### config.mk
export PLATFORM = sky130hd
export DESIGN_NAME = wdt_escalator
export DESIGN_NICKNAME = d
export VERILOG_FILES = /design/src/rtl/wdt_escalator_pkg.sv /design/src/rtl/wdt_ctrl_regs.sv /design/src/rtl/wdt_count_core.sv /design/src/rtl/wdt_escalator.sv
export SDC_FILE = /design/constraint.sdc
export NUM_CORES = 1
export LEC_CHECK = 0
export BUFFER_PORTS_ARGS = -buffer_cell sky130_fd_sc_hd__buf_2
export CAP_MARGIN = 20
export CORE_UTILIZATION = 57
export DETAILED_ROUTE_END_ITERATION = 8
export GPL_TIMING_DRIVEN = 0
export PLACE_DENSITY = 0.78
export SYNTH_ARGS = -nofsm -noshare
export SYNTH_HDL_FRONTEND = slang
export SYNTH_SLANG_ARGS = --single-unit
### constraint.sdc
create_clock -name clk -period 10.4 [get_ports clk]
set_clock_uncertainty 0.15 [all_clocks]
set_input_delay 1.04 -clock clk [delete_from_list [all_inputs] [get_ports clk]]
set_output_delay 1.04 -clock clk [all_outputs]
set_load 0.01 [all_outputs]
### src/rtl/wdt_escalator_pkg.sv
package wdt_escalator_pkg;
  localparam int DATA_W     = 32;
  localparam int ADDR_W     = 8;
  localparam int PERIOD_W   = 28;
  localparam int DIV_W      = 8;
  localparam int SRC_W      = 4;
  localparam int NUM_OUT    = 5;
  localparam int WDCFG_W    = 17;

  localparam logic [ADDR_W-1:0] A_WD_CFG   = 8'h00;
  localparam logic [ADDR_W-1:0] A_WD_CMD   = 8'h04;
  localparam logic [ADDR_W-1:0] A_WD_UNLK  = 8'h08;
  localparam logic [ADDR_W-1:0] A_TMR_CTRL = 8'h10;
  localparam logic [ADDR_W-1:0] A_TMR_STAT = 8'h14;
  localparam logic [ADDR_W-1:0] A_TMR_SRC  = 8'h18;
  localparam logic [ADDR_W-1:0] A_IRQ_MASK = 8'h20;

  typedef enum logic [2:0] {
    STG_IDLE = 3'd0,
    STG_IRQ  = 3'd1,
    STG_FIQ  = 3'd2,
    STG_HOLD = 3'd3,
    STG_DBG  = 3'd4,
    STG_POR  = 3'd5
  } stage_t;

  // strobes from the register control to the counting datapath
  typedef struct packed {
    logic clearCounts;
    logic runClear;
    logic runSet;
  } wdtStrobe_t;

  // static configuration seen by the datapath
  typedef struct packed {
    logic                 tmrEnable;
    logic                 tickSel;
    logic [PERIOD_W-1:0]  tmrPeriod;
    logic                 wdSrcMatch;
    logic [DIV_W-1:0]     wdPeriods;
    logic [NUM_OUT-1:0]   outEn;
    logic                 maskOn;
  } wdtCfg_t;
endpackage

### src/rtl/wdt_ctrl_regs.sv
module wdt_ctrl_regs
  import wdt_escalator_pkg::*;
#(
  parameter logic [DATA_W-1:0] UNLOCK_KEY = 32'h0000_C45A,
  parameter int                WD_INDEX   = 0,
  parameter int                TMR_INDEX  = 0
) (
  input  logic              clk,
  input  logic              rstN,
  input  logic              busWrEn,
  input  logic [ADDR_W-1:0] busAddr,
  input  logic [DATA_W-1:0] busWrData,
  output logic [DATA_W-1:0] busRdData,
  input  logic              tmrExpire,
  output wdtCfg_t           cfg,
  output wdtStrobe_t        strobe
);
  localparam int MASK_BIT   = 16 + 4 * WD_INDEX;
  localparam int EN_LSB     = 12;
  localparam int DIV_LSB    = 4;
  localparam int T_EN_BIT   = 31;
  localparam int T_PER_BIT  = 30;
  localparam int T_CLR_BIT  = 30;
  localparam int C_START    = 0;
  localparam int C_STOP     = 1;

  logic                 tmrEnableQ;
  logic                 tmrPeriodicQ;
  logic [PERIOD_W-1:0]  tmrPeriodQ;
  logic                 tmrPendQ;
  logic [SRC_W-1:0]     tmrSrcQ;
  logic [WDCFG_W-1:0]   wdCfgQ;
  logic                 unlockedQ;
  logic [DATA_W-1:0]    maskQ;

  logic cmdWr;
  logic ctrlWr;
  assign cmdWr  = busWrEn && (busAddr == A_WD_CMD);
  assign ctrlWr = busWrEn && (busAddr == A_TMR_CTRL);

  always_ff @(posedge clk) begin
    if (!rstN) begin
      tmrEnableQ   <= 1'b0;
      tmrPeriodicQ <= 1'b0;
      tmrPeriodQ   <= '0;
      tmrPendQ     <= 1'b0;
      tmrSrcQ      <= '0;
      wdCfgQ       <= '0;
      unlockedQ    <= 1'b0;
      maskQ        <= '0;
    end else begin
      if (tmrExpire && !tmrPeriodicQ) tmrEnableQ <= 1'b0;
      if (busWrEn && busAddr == A_TMR_STAT && busWrData[T_CLR_BIT]) tmrPendQ <= 1'b0;
      if (tmrExpire) tmrPendQ <= 1'b1;
      if (busWrEn) begin
        case (busAddr)
          A_TMR_CTRL: begin
            tmrEnableQ   <= busWrData[T_EN_BIT];
            tmrPeriodicQ <= busWrData[T_PER_BIT];
            tmrPeriodQ   <= busWrData[PERIOD_W-1:0];
          end
          A_TMR_SRC:  tmrSrcQ   <= busWrData[SRC_W-1:0];
          A_WD_CFG:   wdCfgQ    <= busWrData[WDCFG_W-1:0];
          A_WD_UNLK:  unlockedQ <= (busWrData == UNLOCK_KEY);
          A_WD_CMD:   unlockedQ <= 1'b0;
          A_IRQ_MASK: maskQ     <= busWrData;
          default: ;
        endcase
      end
    end
  end

  always_comb begin
    strobe.clearCounts = cmdWr && busWrData[C_STOP] && unlockedQ;
    strobe.runClear    = strobe.clearCounts;
    strobe.runSet      = cmdWr && busWrData[C_START];
  end

  always_comb begin
    cfg.tmrEnable  = tmrEnableQ;
    cfg.tickSel    = (tmrSrcQ == '0);
    cfg.tmrPeriod  = tmrPeriodQ;
    cfg.wdSrcMatch = (wdCfgQ[SRC_W-1:0] == SRC_W'(TMR_INDEX));
    cfg.wdPeriods  = wdCfgQ[DIV_LSB +: DIV_W];
    cfg.outEn      = wdCfgQ[EN_LSB +: NUM_OUT];
    cfg.maskOn     = maskQ[MASK_BIT];
  end

  always_comb begin
    busRdData = '0;
    case (busAddr)
      A_TMR_CTRL: begin
        busRdData[T_EN_BIT]       = tmrEnableQ;
        busRdData[T_PER_BIT]      = tmrPeriodicQ;
        busRdData[PERIOD_W-1:0]   = tmrPeriodQ;
      end
      A_TMR_STAT: busRdData[T_CLR_BIT]     = tmrPendQ;
      A_TMR_SRC:  busRdData[SRC_W-1:0]     = tmrSrcQ;
      A_WD_CFG:   busRdData[WDCFG_W-1:0]   = wdCfgQ;
      A_IRQ_MASK: busRdData                = maskQ;
      default:    busRdData                = '0;
    endcase
  end


  unlock_src_chk: assert property (@(posedge clk) disable iff (!rstN)
    $rose(unlockedQ) |-> $past(busWrEn && busAddr == A_WD_UNLK && busWrData == UNLOCK_KEY));


  oneshot_disarm_chk: assert property (@(posedge clk) disable iff (!rstN)
    (tmrExpire && !tmrPeriodicQ && !ctrlWr) |=> !tmrEnableQ);
endmodule

### src/rtl/wdt_count_core.sv
module wdt_count_core
  import wdt_escalator_pkg::*;
(
  input  logic       clk,
  input  logic       rstN,
  input  logic       usTick,
  input  wdtCfg_t    cfg,
  input  wdtStrobe_t strobe,
  output logic       tmrExpire,
  output logic       irqOut,
  output logic       fiqOut,
  output logic       remoteIrqOut,
  output logic       dbgResetOut,
  output logic       porResetOut
);
  logic [PERIOD_W-1:0] tmrCntQ;
  logic [DIV_W-1:0]    divCntQ;
  logic                runQ;
  stage_t              stageQ;

  logic [PERIOD_W-1:0] tmrLast;
  logic [DIV_W-1:0]    divLast;
  logic                tickEn;
  logic                wdCount;
  logic                wdExpire;

  assign tmrLast   = (cfg.tmrPeriod == '0) ? '0 : cfg.tmrPeriod - PERIOD_W'(1);
  assign divLast   = (cfg.wdPeriods == '0) ? '0 : cfg.wdPeriods - DIV_W'(1);
  assign tickEn    = usTick && cfg.tmrEnable && cfg.tickSel;
  assign tmrExpire = tickEn && (tmrCntQ >= tmrLast);
  assign wdCount   = tmrExpire && runQ && cfg.wdSrcMatch;
  assign wdExpire  = wdCount && (divCntQ >= divLast);

  function automatic stage_t stepStage(stage_t s);
    case (s)
      STG_IDLE: return STG_IRQ;
      STG_IRQ:  return STG_FIQ;
      STG_FIQ:  return STG_HOLD;
      STG_HOLD: return STG_DBG;
      default:  return STG_POR;
    endcase
  endfunction

  always_ff @(posedge clk) begin
    if (!rstN) begin
      tmrCntQ <= '0;
    end else if (strobe.clearCounts || !cfg.tmrEnable) begin
      tmrCntQ <= '0;
    end else if (tickEn) begin
      tmrCntQ <= tmrExpire ? '0 : tmrCntQ + PERIOD_W'(1);
    end
  end

  always_ff @(posedge clk) begin
    if (!rstN) begin
      runQ    <= 1'b0;
      divCntQ <= '0;
      stageQ  <= STG_IDLE;
    end else begin
      if (strobe.runClear) runQ <= 1'b0;
      if (strobe.runSet)   runQ <= 1'b1;
      if (strobe.clearCounts) begin
        divCntQ <= '0;
        stageQ  <= STG_IDLE;
      end else if (wdCount) begin
        divCntQ <= wdExpire ? '0 : divCntQ + DIV_W'(1);
        if (wdExpire) stageQ <= stepStage(stageQ);
      end
    end
  end

  always_comb begin
    irqOut       = (stageQ >= STG_IRQ) && cfg.outEn[0] && cfg.maskOn;
    fiqOut       = (stageQ >= STG_FIQ) && cfg.outEn[1];
    remoteIrqOut = (stageQ >= STG_FIQ) && cfg.outEn[2];
    dbgResetOut  = (stageQ >= STG_DBG) && cfg.outEn[3];
    porResetOut  = (stageQ == STG_POR) && cfg.outEn[4];
  end


  stage_sat_chk: assert property (@(posedge clk) disable iff (!rstN)
    (stageQ == STG_POR && !strobe.clearCounts) |=> stageQ == STG_POR);


  stage_step_chk: assert property (@(posedge clk) disable iff (!rstN)
    !strobe.clearCounts |=> (int'(stageQ) == int'($past(stageQ)) ||
                             int'(stageQ) == int'($past(stageQ)) + 1));


  clear_zero_chk: assert property (@(posedge clk) disable iff (!rstN)
    strobe.clearCounts |=> (stageQ == STG_IDLE && tmrCntQ == '0 && divCntQ == '0));


  por_order_chk: assert property (@(posedge clk) disable iff (!rstN)
    $rose(porResetOut) |-> ($past(stageQ) == STG_DBG || $past(stageQ) == STG_POR));
endmodule

### src/rtl/wdt_escalator.sv
module wdt_escalator
  import wdt_escalator_pkg::*;
#(
  parameter logic [DATA_W-1:0] UNLOCK_KEY = 32'h0000_C45A,
  parameter int                WD_INDEX   = 0,
  parameter int                TMR_INDEX  = 0
) (
  input  logic              clk,
  input  logic              rstN,
  input  logic              busWrEn,
  input  logic [ADDR_W-1:0] busAddr,
  input  logic [DATA_W-1:0] busWrData,
  output logic [DATA_W-1:0] busRdData,
  input  logic              usTick,
  output logic              irqOut,
  output logic              fiqOut,
  output logic              remoteIrqOut,
  output logic              dbgResetOut,
  output logic              porResetOut
);
  wdtCfg_t    cfg;
  wdtStrobe_t strobe;
  logic       tmrExpire;

  wdt_ctrl_regs #(
    .UNLOCK_KEY (UNLOCK_KEY),
    .WD_INDEX   (WD_INDEX),
    .TMR_INDEX  (TMR_INDEX)
  ) u_ctrl (
    .clk       (clk),
    .rstN      (rstN),
    .busWrEn   (busWrEn),
    .busAddr   (busAddr),
    .busWrData (busWrData),
    .busRdData (busRdData),
    .tmrExpire (tmrExpire),
    .cfg       (cfg),
    .strobe    (strobe)
  );

  wdt_count_core u_core (
    .clk          (clk),
    .rstN         (rstN),
    .usTick       (usTick),
    .cfg          (cfg),
    .strobe       (strobe),
    .tmrExpire    (tmrExpire),
    .irqOut       (irqOut),
    .fiqOut       (fiqOut),
    .remoteIrqOut (remoteIrqOut),
    .dbgResetOut  (dbgResetOut),
    .porResetOut  (porResetOut)
  );
endmodule

==> key figures <==
Run status
  • Run status: complete, no violations

Die
  • Core Area: 12160 sq um
  • Die height: 114.5 um
  • Die footprint: 13120 sq um
  • Initial Util: 0.5936
  • Die width: 114.5 um
  • IO Count: 81
  • # rows: 40

Clock tree
  • CTS sink count: 125
  • Worst-path clk slew: 0.06 ns
  • Hold Buf Count CTS: 0
  • Clock root cell: clkbuf_16
  • Latest clock arrival within the worst-skew pair: between 0.4 and 0.5 ns
  • CTS Buffer Depth: 2
  • Post-CTS resize count: 0
  • Cts bufs inserted: 17
  • H-tree depth: 4
  • CTS tree: done
  • Post-CTS Setup Bufs: 0

Logic synthesis
  • Compound-Gate Fraction of Synth Area: 0.1735
  • Mux cell area share after synthesis: 0.02634
  • Yosys top cell area share: 0.3466
  • Sequential cell area fraction in the yosys report: 0.3466
  • Synth warn: 0
  • Yosys cell types: 56
  • Ys async rst share: 0
  • Area leader, netlist: dfxtp_1
  • Most frequent cells after synthesis: nand2_1 (250), dfxtp_1 (125), a21boi_0 (84)
  • Top cells by area, synth: dfxtp_1 (35%), nand2_1 (13%), a21boi_0 (8.7%)
  • Largest family of logic cells by synthesized area: simple AND/OR/NAND/NOR gates
  • XOR/XNOR Fraction of Synth Area: 0.06794
  • Post-synth EDFFs: 0
  • Mean Syn Cell Area: 7.805 sq um
  • Count leader, synth: nand2_1
  • Synth Area in Adders: 0.07106
  • FF+latch count, synth: 125
  • Simple-gate share of the synthesized area: 0.2808
  • Prevailing post-synth register cell: dfxtp_1
  • Synth Instances: 925
  • Net Count, Synth: 1010
  • Post-Syn Area: 7219 sq um

Finish
  • Layout area overhead: 16.97%
  • Layout cells sized above 1: 0.1292
  • Register Area: 2502 sq um
  • Fill cell count: 1028
  • Diode count: 0
  • Final #Nets: 1109
  • Area occupied by multi-input gates: 4473 sq um
  • Util after Layout: 0.6943

Worst setup path
  • Crit Path Max Fanout: 10
  • Data arrival, critical path: 5.86 ns
  • Worst path cell trace: clkbuf_1, nor4_1, nand2b_1, clkbuf_1, or3_1, or4_1, xor2_1, or2_2, ha_1, a21oi_1, o211ai_1, o311ai_0, o211ai_1, o21ai_0, nand3_2, clkbuf_1, nor2_1
  • Crit start category: register
  • Slowest cell delay on critical path: 0.76 ns
  • WP buf/inv: 3
  • Critical Path RT: approximately 11 ns
  • Slowest-stage cell, CP: o21ai_0
  • Setup CP Type: reg -> reg
  • Worst path most repeated cell: clkbuf_1
  • Crit. End Element: register
  • Cell family with most CP delay: simple AND/OR/NAND/NOR gates

Global routing
  • Largest net degree at the start of global routing: 17
  • Initial antenna violation count: 0
  • First-pass GRT wire length: 31680 um
  • Grt total ovfl: 0
  • Vias in the first global route: about 6500
  • Total GRT Usage: 0.3156

Detailed routing
  • Remaining antenna violation count after routing: 0
  • WL/cell: 16.30 um
  • Via density: 5.676
  • 1st-pass router iterations: 5
  • Final WL: 19640 um
  • DRC: 0
  • DR iter-0 viols: 454
  • Vias: 6840

STA
  • Final worst path period share: 0.5429
  • Final min period: 5.647 ns
  • Final Hold Vio Count: 0
  • Setup TNS Final: 0 ns
  • Final worst setup slack: between 4 and 5 ns
  • Final Max Slew Viols: 0
  • Fmax: 0.1771 GHz
  • Rel. slew slack: 0.3844
  • Worst hold margin: around 0.31 ns
  • Worst slew pin tran: a little over 0.9 ns
  • RSZ-0062 raised after global routing: false
  • Endpoints failing setup: 0

Run
  • MaxCap Viol Count: 0

Pwr
  • Worst vdd ir: 0.0001309 V
  • Total power: 1.169 mW
  • Pleak: between 3 and 4 nW
  • Power Dens Cells: about 140 nW/um^2

Min path
  • HP Class: reg -> reg

Place
  • Port Buffers: 79
  • GPL Wtd Cong: approximately 0.96
  • HPWL Detailed: 14490 um
  • Pre-CTS WS: 4.875 ns
[power breakdown]
group / total, mW / switching, mW / internal [mW]
combinational: 0.0672 / 0.0428 / 0.0244
sequential: 0.481 / 0.00109 / 0.480
clock: 0.621 / 0.241 / 0.380
total: 1.17 / 0.285 / 0.884
[registers in the layout, indices dropped and copies added, names as in the netlist, 3 cells and up]
register	count
u_ctrl.wdCfgQ	17
u_ctrl.tmrSrcQ	4
u_core.stageQ	3
u_core.tmrCntQ	28
u_core.divCntQ	8
u_ctrl.tmrPeriodQ	28
u_ctrl.maskQ	32
[through the flow]
stage	std cells	cell area, sq um
floorplan	925	7219
global placement	1172	7825
detailed placement	1172	7825
CTS	1204	8437
global route	1205	8444
finish	1205	8444
[kinds of logic (layout without fill, tap and decap cells)]
family          count (synthesis)  count (layout)
fa+ha+maj                      41              41
mux                            19              19
compound gates                177             177
xor+xnor                       56              56
simple gates                  445             445
flops                         125             125
buf+inv                        62             174
[placed cells by master, fill, tap and decap left out, types with 18 or more instances in the layout]
cell	Yosys	layout
a21boi_0	84	84
buf_2	1	80
nand2_1	250	250
nor3_1	21	21
ha_1	41	41
inv_1	19	19
nor2_1	59	59
clkbuf_1	40	40
a21oi_1	18	18
xor2_1	29	29
mux2i_1	19	19
dfxtp_1	125	125
o21ai_0	27	27
xnor2_1	27	27
[worst reg2reg max path: cells and delay by family (launching register included)]
kind                       cells  cell delay (ns)
xor gates and xnor gates       1             0.16
buffers and inverters          3             0.64
adders and majority gates      1             0.31
and+or+nand+nor                7             2.17
AOI/OAI and AO/OA              5             1.83
DFF                            1             0.29
[routing by layer]
layer	wire length (um)	track usage
met1	8827	0.4020
met2	8856	0.5063
met3	1294	0.07253
met4	665	0.1481
met5	0	0
[final timing paths]
check	from	endpoint	slack [ns]	cells past startpoint
worst min register to register	u_ctrl.maskQ[29]	u_ctrl.maskQ[29]	0.31	2
worst max-delay path	u_ctrl.tmrPeriodQ[8]	u_core.tmrCntQ[11]	4.75	17
worst max register to register	u_ctrl.tmrPeriodQ[8]	u_core.tmrCntQ[11]	4.75	17
worst min-delay path	u_ctrl.maskQ[29]	u_ctrl.maskQ[29]	0.31	2
[cell type report]
class	instances	share of cell area
Clock inverter	15	0.02208
Sequential cell	125	0.2963
Timing Repair Buffer	80	0.04771
Tap cell	168	0.02489
Multi-Input combinational cell	738	0.5297
Buffer	43	0.02045
Inverter	19	0.008446
Clock buffer	17	0.05038
Note: power is estimated with default switching activity, not from simulation.
